$ cat src/rtl/xdr_pkg.sv
package xdr_pkg;
  typedef enum logic [1:0] {
    BUS_IDLE,
    BUS_ADDR,
    BUS_HOLD,
    BUS_DATA
  } bus_state_e;
endpackage

$ cat src/rtl/xdr_decode.sv
module xdr_decode #(
  parameter int AW      = 16,
  parameter int XRAM_AW = 8
) (
  input  logic          ext_only_i,
  input  logic          ptr16_i,
  input  logic [AW-1:0] addr_i,
  output logic          to_ram_o,
  output logic          to_bus_o
);
  logic hi_zero;
  assign hi_zero  = (addr_i[AW-1:XRAM_AW] == '0);
  // 8-bit pointer ignores the high byte; 16-bit pointer hits RAM only in the low window
  assign to_ram_o = !ext_only_i && (!ptr16_i || hi_zero);
  assign to_bus_o = !to_ram_o;
endmodule

$ cat src/rtl/xdr_xram.sv
module xdr_xram #(
  parameter int DW = 8,
  parameter int AW = 8,
  localparam int DEPTH = 1 << AW
) (
  input  logic          clk_i,
  input  logic          rst_ni,
  input  logic          en_i,
  input  logic          we_i,
  input  logic [AW-1:0] addr_i,
  input  logic [DW-1:0] wdata_i,
  output logic [DW-1:0] rdata_o
);
  logic [DW-1:0] mem_q [DEPTH];

  always_ff @(posedge clk_i) begin
    if (en_i && we_i) mem_q[addr_i] <= wdata_i;
  end

  always_ff @(posedge clk_i or negedge rst_ni) begin
    if (!rst_ni)              rdata_o <= '0;
    else if (en_i && !we_i)   rdata_o <= mem_q[addr_i];
  end
endmodule

$ cat src/rtl/xdr_bus_seq.sv
module xdr_bus_seq
  import xdr_pkg::*;
#(
  parameter int DW            = 8,
  parameter int AW            = 16,
  parameter int STROBE_CYCLES = 3,
  localparam int HW    = AW - DW,
  localparam int CNT_W = $clog2(STROBE_CYCLES + 1)
) (
  input  logic          clk_i,
  input  logic          rst_ni,
  input  logic          start_i,
  input  logic          we_i,
  input  logic          ptr16_i,
  input  logic [AW-1:0] addr_i,
  input  logic [DW-1:0] wdata_i,
  input  logic [DW-1:0] p0_i,
  output logic [DW-1:0] p0_o,
  output logic          p0_oe_o,
  output logic [HW-1:0] p2_o,
  output logic          ale_o,
  output logic          rd_no,
  output logic          wr_no,
  output logic          busy_o,
  output logic          done_o,
  output logic [DW-1:0] rdata_o
);
  localparam logic [CNT_W-1:0] CNT_LAST = CNT_W'(STROBE_CYCLES - 1);

  bus_state_e       state_q;
  logic [CNT_W-1:0] cnt_q;
  logic             we_q;
  logic [DW-1:0]    wdata_q;

  always_ff @(posedge clk_i or negedge rst_ni) begin
    if (!rst_ni) begin
      state_q <= BUS_IDLE;
      cnt_q   <= '0;
      we_q    <= 1'b0;
      wdata_q <= '0;
      p0_o    <= '1;
      p0_oe_o <= 1'b0;
      p2_o    <= '1;
      ale_o   <= 1'b0;
      rd_no   <= 1'b1;
      wr_no   <= 1'b1;
      busy_o  <= 1'b0;
      done_o  <= 1'b0;
      rdata_o <= '0;
    end else begin
      done_o <= 1'b0;
      unique case (state_q)
        BUS_IDLE: begin
          if (start_i) begin
            state_q <= BUS_ADDR;
            we_q    <= we_i;
            wdata_q <= wdata_i;
            p0_o    <= addr_i[DW-1:0];
            p0_oe_o <= 1'b1;
            if (ptr16_i) p2_o <= addr_i[AW-1:DW];
            ale_o   <= 1'b1;
            busy_o  <= 1'b1;
          end
        end
        BUS_ADDR: begin
          state_q <= BUS_HOLD;
          ale_o   <= 1'b0;
        end
        BUS_HOLD: begin
          state_q <= BUS_DATA;
          cnt_q   <= CNT_LAST;
          rd_no   <= we_q;
          wr_no   <= !we_q;
          p0_oe_o <= we_q;
          if (we_q) p0_o <= wdata_q;
        end
        BUS_DATA: begin
          if (cnt_q == '0) begin
            state_q <= BUS_IDLE;
            rd_no   <= 1'b1;
            wr_no   <= 1'b1;
            p0_oe_o <= 1'b0;
            busy_o  <= 1'b0;
            done_o  <= 1'b1;
            if (!we_q) rdata_o <= p0_i;
          end else begin
            cnt_q <= cnt_q - 1'b1;
          end
        end
        default: state_q <= BUS_IDLE;
      endcase
    end
  end
endmodule

$ cat src/rtl/xdata_router.sv
module xdata_router #(
  parameter int DW            = 8,
  parameter int AW            = 16,
  parameter int XRAM_AW       = 8,
  parameter int STROBE_CYCLES = 3,
  localparam int HW = AW - DW
) (
  input  logic          clk_i,
  input  logic          rst_ni,
  input  logic          ext_only_i,
  input  logic          req_i,
  input  logic          ptr16_i,
  input  logic [AW-1:0] addr_i,
  input  logic          we_i,
  input  logic [DW-1:0] wdata_i,
  output logic          busy_o,
  output logic          done_o,
  output logic [DW-1:0] rdata_o,
  output logic [DW-1:0] p0_o,
  output logic          p0_oe_o,
  input  logic [DW-1:0] p0_i,
  output logic [HW-1:0] p2_o,
  output logic          ale_o,
  output logic          rd_no,
  output logic          wr_no
);
  logic          to_ram, to_bus, accept;
  logic          ram_en, bus_start;
  logic          ram_done_q, src_bus_q;
  logic          bus_done;
  logic [DW-1:0] ram_rdata, bus_rdata;

  xdr_decode #(.AW(AW), .XRAM_AW(XRAM_AW)) u_decode (
    .ext_only_i (ext_only_i),
    .ptr16_i    (ptr16_i),
    .addr_i     (addr_i),
    .to_ram_o   (to_ram),
    .to_bus_o   (to_bus)
  );

  assign accept    = req_i && !busy_o;
  assign ram_en    = accept && to_ram;
  assign bus_start = accept && to_bus;

  xdr_xram #(.DW(DW), .AW(XRAM_AW)) u_xram (
    .clk_i   (clk_i),
    .rst_ni  (rst_ni),
    .en_i    (ram_en),
    .we_i    (we_i),
    .addr_i  (addr_i[XRAM_AW-1:0]),
    .wdata_i (wdata_i),
    .rdata_o (ram_rdata)
  );

  xdr_bus_seq #(.DW(DW), .AW(AW), .STROBE_CYCLES(STROBE_CYCLES)) u_bus (
    .clk_i   (clk_i),
    .rst_ni  (rst_ni),
    .start_i (bus_start),
    .we_i    (we_i),
    .ptr16_i (ptr16_i),
    .addr_i  (addr_i),
    .wdata_i (wdata_i),
    .p0_i    (p0_i),
    .p0_o    (p0_o),
    .p0_oe_o (p0_oe_o),
    .p2_o    (p2_o),
    .ale_o   (ale_o),
    .rd_no   (rd_no),
    .wr_no   (wr_no),
    .busy_o  (busy_o),
    .done_o  (bus_done),
    .rdata_o (bus_rdata)
  );

  always_ff @(posedge clk_i or negedge rst_ni) begin
    if (!rst_ni) begin
      ram_done_q <= 1'b0;
      src_bus_q  <= 1'b0;
    end else begin
      ram_done_q <= ram_en;
      if (accept) src_bus_q <= to_bus;
    end
  end

  assign done_o  = ram_done_q || bus_done;
  assign rdata_o = src_bus_q ? bus_rdata : ram_rdata;
endmodule

$ cat config.mk
export PLATFORM = sky130hd
export DESIGN_NAME = xdata_router
export DESIGN_NICKNAME = d
export VERILOG_FILES = /design/src/rtl/xdr_pkg.sv /design/src/rtl/xdr_decode.sv /design/src/rtl/xdr_xram.sv /design/src/rtl/xdr_bus_seq.sv /design/src/rtl/xdata_router.sv
export SDC_FILE = /design/constraint.sdc
export NUM_CORES = 2
export LEC_CHECK = 0
export BUFFER_PORTS_ARGS = -buffer_cell sky130_fd_sc_hd__buf_2
export CELL_PAD_IN_SITES_DETAIL_PLACEMENT = 1
export CELL_PAD_IN_SITES_GLOBAL_PLACEMENT = 1
export CORE_ASPECT_RATIO = 0.7
export CORE_MARGIN = 2
export CORE_UTILIZATION = 35
export DETAILED_ROUTE_END_ITERATION = 8
export HOLD_SLACK_MARGIN = 0.02
export MAX_ROUTING_LAYER = met4
export PLACE_DENSITY = 0.57
export SLEW_MARGIN = 0
export SYNTH_ARGS = -nofsm -noshare
export SYNTH_HDL_FRONTEND = slang
export SYNTH_SLANG_ARGS = --single-unit
$ cat constraint.sdc
create_clock -name clk_i -period 6.15 [get_ports clk_i]
set_input_delay 0.3075 -clock clk_i [delete_from_list [all_inputs] [get_ports clk_i]]
set_output_delay 0.3075 -clock clk_i [all_outputs]
set_load 0.005 [all_outputs]
==> results.cfg <==
[run_status]
status = finished, final reports clean

[global_route]
grtUsageTotal_pct = 20.5
grt_pass1_wl_um = 338000
antenna_found_initial = 18
grt-ovfl-total = 0
grt_pass1_vias = 41800
grt_max_degree = 160

[finish]
drive_gt1_share_pct = 23.0
finalNonFillerCells = 7359
multi_input_comb_area_um2 = 17900
area_growth_pct = 12.8
regArea_um2 = 62800
final_cell_mix = 2048 x edfxtp_1, 475 x mux4_2, 313 x nor2_1
fillerInstances = 22000
finalNetCount = 4172
layout_commonest_cell = edfxtp_1

[clock_tree]
htreeDepth = 4
cts_buffer_depth = 4
clock_latency_ns = 0.85
cts_setup_buffers = 0
cts_tree = yes
path_clk_slew_ns = 0.07
cts_buffers = 201
cts.sinks = 2101
clk_root_buffer_cell = clkbuf_16

[worst_setup_path]
rr_startpoint = u_bus.busy_o
slowest_delay_ns = 1.16
setup.worst_path.class = in -> reg
crit_family = simple AND/OR/NAND/NOR gates
critPathLaunchType = input port
r2r_cells = 8
worstPathArrival_ns = 4.58
r2r_setup_slack_ns = 2.44
cpMaxStageDelayCell = nor4b_1
path_cells = buf_8 > and2_2 > buf_4 > a22oi_1 > a22oi_1 > a21oi_1 > nor4b_1 > nor3_1 > o32a_1
critPathCaptureType = flip-flop
r2r_end = u_xram.mem_q[61][4]
critPathMaxFanout = 55
cp.buffers_inverters = 2
critPathRequiredTime_ns = 6.89
crit_path_frequent_cell = a22oi_1

[placement]
gp_congestion = 0.820
dp_hpwl_um = 144000
dp.cells = 6974
io_buffers = 67

[sta]
fin_setup_tns_ns = 0
hold_violations = 0
fin_crit_sh_pct = 62.5
rsz0062_at_grt = no
finClkSkew_ns = 0.0531
setup_viol = 0
fmax_mhz = 260
slew_violations = 0
max_slew_margin_pct = 7.37
finalCriticalPeriod_ns = 3.84
tightest_slew_ns = 1.38

[floorplan]
die_h_um = 409
core_area_um2 = 233000
rows = 148
die_x_um = 583
die_area_um2 = 239000
initial_core_util_pct = 35.3
top_level_ports = 68

[synthesis]
syn_area_per_cell_um2 = 20.7
syn_nets = 4007
syn_inst = 3964
synth_ff_type = edfxtp_1
syn-cell-area_um2 = 82100
yosys_warnings = 0
synth_edf_count = 2048
synth.distinct_cells = 69
synthArstFlopShare_pct = 2.52
seq_area_frac_synth_pct = 76.5
synth-seq-cells = 2101

[routing]
routed_wirelength_um = 239000
drt_iter0_drc = 5401
num_vias = 41800
viasPerCell = 5.68
drcViolationCount = 0
drt.antenna.violating_nets = 0
firstDrtPassIters = 5
wl_per_cell_um = 32.5

[hold_path]
holdPathEnd = u_xram.mem_q[25][7]
whs_path_depth = 1
hp-class = in -> reg
worstHoldStart = wdata_i[7]

[pwr]
peakVddDrop_v = 0.000208
power_density_nw_per_um2 = 318
power_leakage_uw = 0.0288

[flow_run]
max_cap_violations = 0
[through the flow]
step	instance area (um2)	total power, uW	utilization, %	hold WS [ns]	worst slack (ns)
floorplan	82100	16800	-	0.0119	3.38
global placement	86100	17500	37.0	0.485	1.50
detailed placement	86100	17500	37.0	0.487	1.46
CTS	92600	29600	39.8	0.0407	2.40
global route	92600	30200	39.8	0.0591	2.19
finish	92600	29500	39.8	0.0546	2.31
[power by group]
group | leakage, uW | switching [uW] | internal (uW)
Combinational | 0.00666 | 986 | 477
Sequential | 0.0190 | 8.01 | 15700
Clock | 0.00307 | 5420 | 6860
Total | 0.0288 | 6410 | 23000
[how the worst max path moves through the flow]
| stage | startpoint | end | slack, ns | cells past startpoint |
|---|---|---|---|---|
| 2_1_floorplan | addr_i[0] | u_xram.mem_q[109][0] | 3.38 | 10 |
| 3_3_place_gp | addr_i[0] | u_xram.rdata_o[1] | 1.50 | 9 |
| 3_5_place_dp | addr_i[0] | u_xram.rdata_o[1] | 1.46 | 9 |
| 4_1_cts | u_bus.busy_o | u_xram.mem_q[253][6] | 2.40 | 8 |
| 5_1_grt | u_bus.busy_o | u_xram.mem_q[84][1] | 2.19 | 8 |
| 6_report | addr_i[0] | u_xram.rdata_o[1] | 2.31 | 9 |
[sequential cells by signal, summed over array words and instances (netlist names), 2 cells and up]
register and count:
u_bus.rdata_o 8, u_bus.state_q 2, u_bus.cnt_q 2, u_bus.wdata_q 8
u_xram.mem_q 2048, u_xram.rdata_o 8, u_bus.p2_o 8, u_bus.p0_o 8
[area by class of cell]
cell class / count / share of cell area, %
Antenna cell: 4 / 0.0108
Clock buffer: 251 / 5.74
Clock inverter: 103 / 1.01
Inverter: 14 / 0.0621
Multi-Input combinational cell: 1615 / 19.3
Sequential cell: 2101 / 67.8
Tap cell: 3075 / 4.15
Timing Repair Buffer: 196 / 1.86
[cell families after synthesis]
kind of cell             synth area share (%)
adder cells (fa/ha/maj)                0.0762
multiplexers                             15.9
flip-flops                               76.5
XOR/XNOR                               0.0107
buffers and inverters                    1.75
AND/OR/NAND/NOR                          3.27
AO/OA/AOI/OAI                            2.44
[Yosys cell counts, types with 7 or more instances]
cell | n | area [um2]
mux2_2 | 37 | 417
dfstp_2 | 18 | 473
nand4_1 | 10 | 62.6
and3_1 | 9 | 56.3
o21ai_0 | 24 | 120
mux4_2 | 475 | 10700
o22ai_1 | 21 | 131
buf_2 | 60 | 300
o221ai_1 | 8 | 70.1
edfxtp_1 | 2048 | 61500
nor2b_1 | 21 | 131
nand3_1 | 56 | 280
nor3_1 | 9 | 45.0
inv_1 | 11 | 41.3
dfrtp_1 | 35 | 876
buf_1 | 12 | 45.0
buf_4 | 51 | 383
o2111ai_1 | 7 | 61.3
a21oi_1 | 45 | 225
nand2_1 | 169 | 634
a31oi_1 | 13 | 81.3
nor4_1 | 7 | 43.8
nor2_1 | 314 | 1180
a22oi_1 | 58 | 435
clkbuf_1 | 81 | 304
nand2b_1 | 8 | 50.1
mux2i_1 | 183 | 1830
a211oi_1 | 18 | 135
buf_6 | 28 | 315
a32oi_1 | 37 | 324
[timing repair]
| action | 4_1_cts | 5_1_grt |
|---|---|---|
| resized for setup | 0 | 0 |
| hold buffers | 27 | 0 |
| hold endpoints to repair | 401 | 0 |
| setup endpoints to repair | 0 | 0 |
[metal layers]
metal	part of all wire, %	GRT usage, %	wire, um	up-vias
met2	43	28.2	102000	1722
li1	-	-	-	16700
met1	48	32.2	115000	23100
met3	7.7	3.14	18400	250
met5	0	-	0	-
met4	1.6	3.30	3740	0
(Power assumes the default switching activity.)
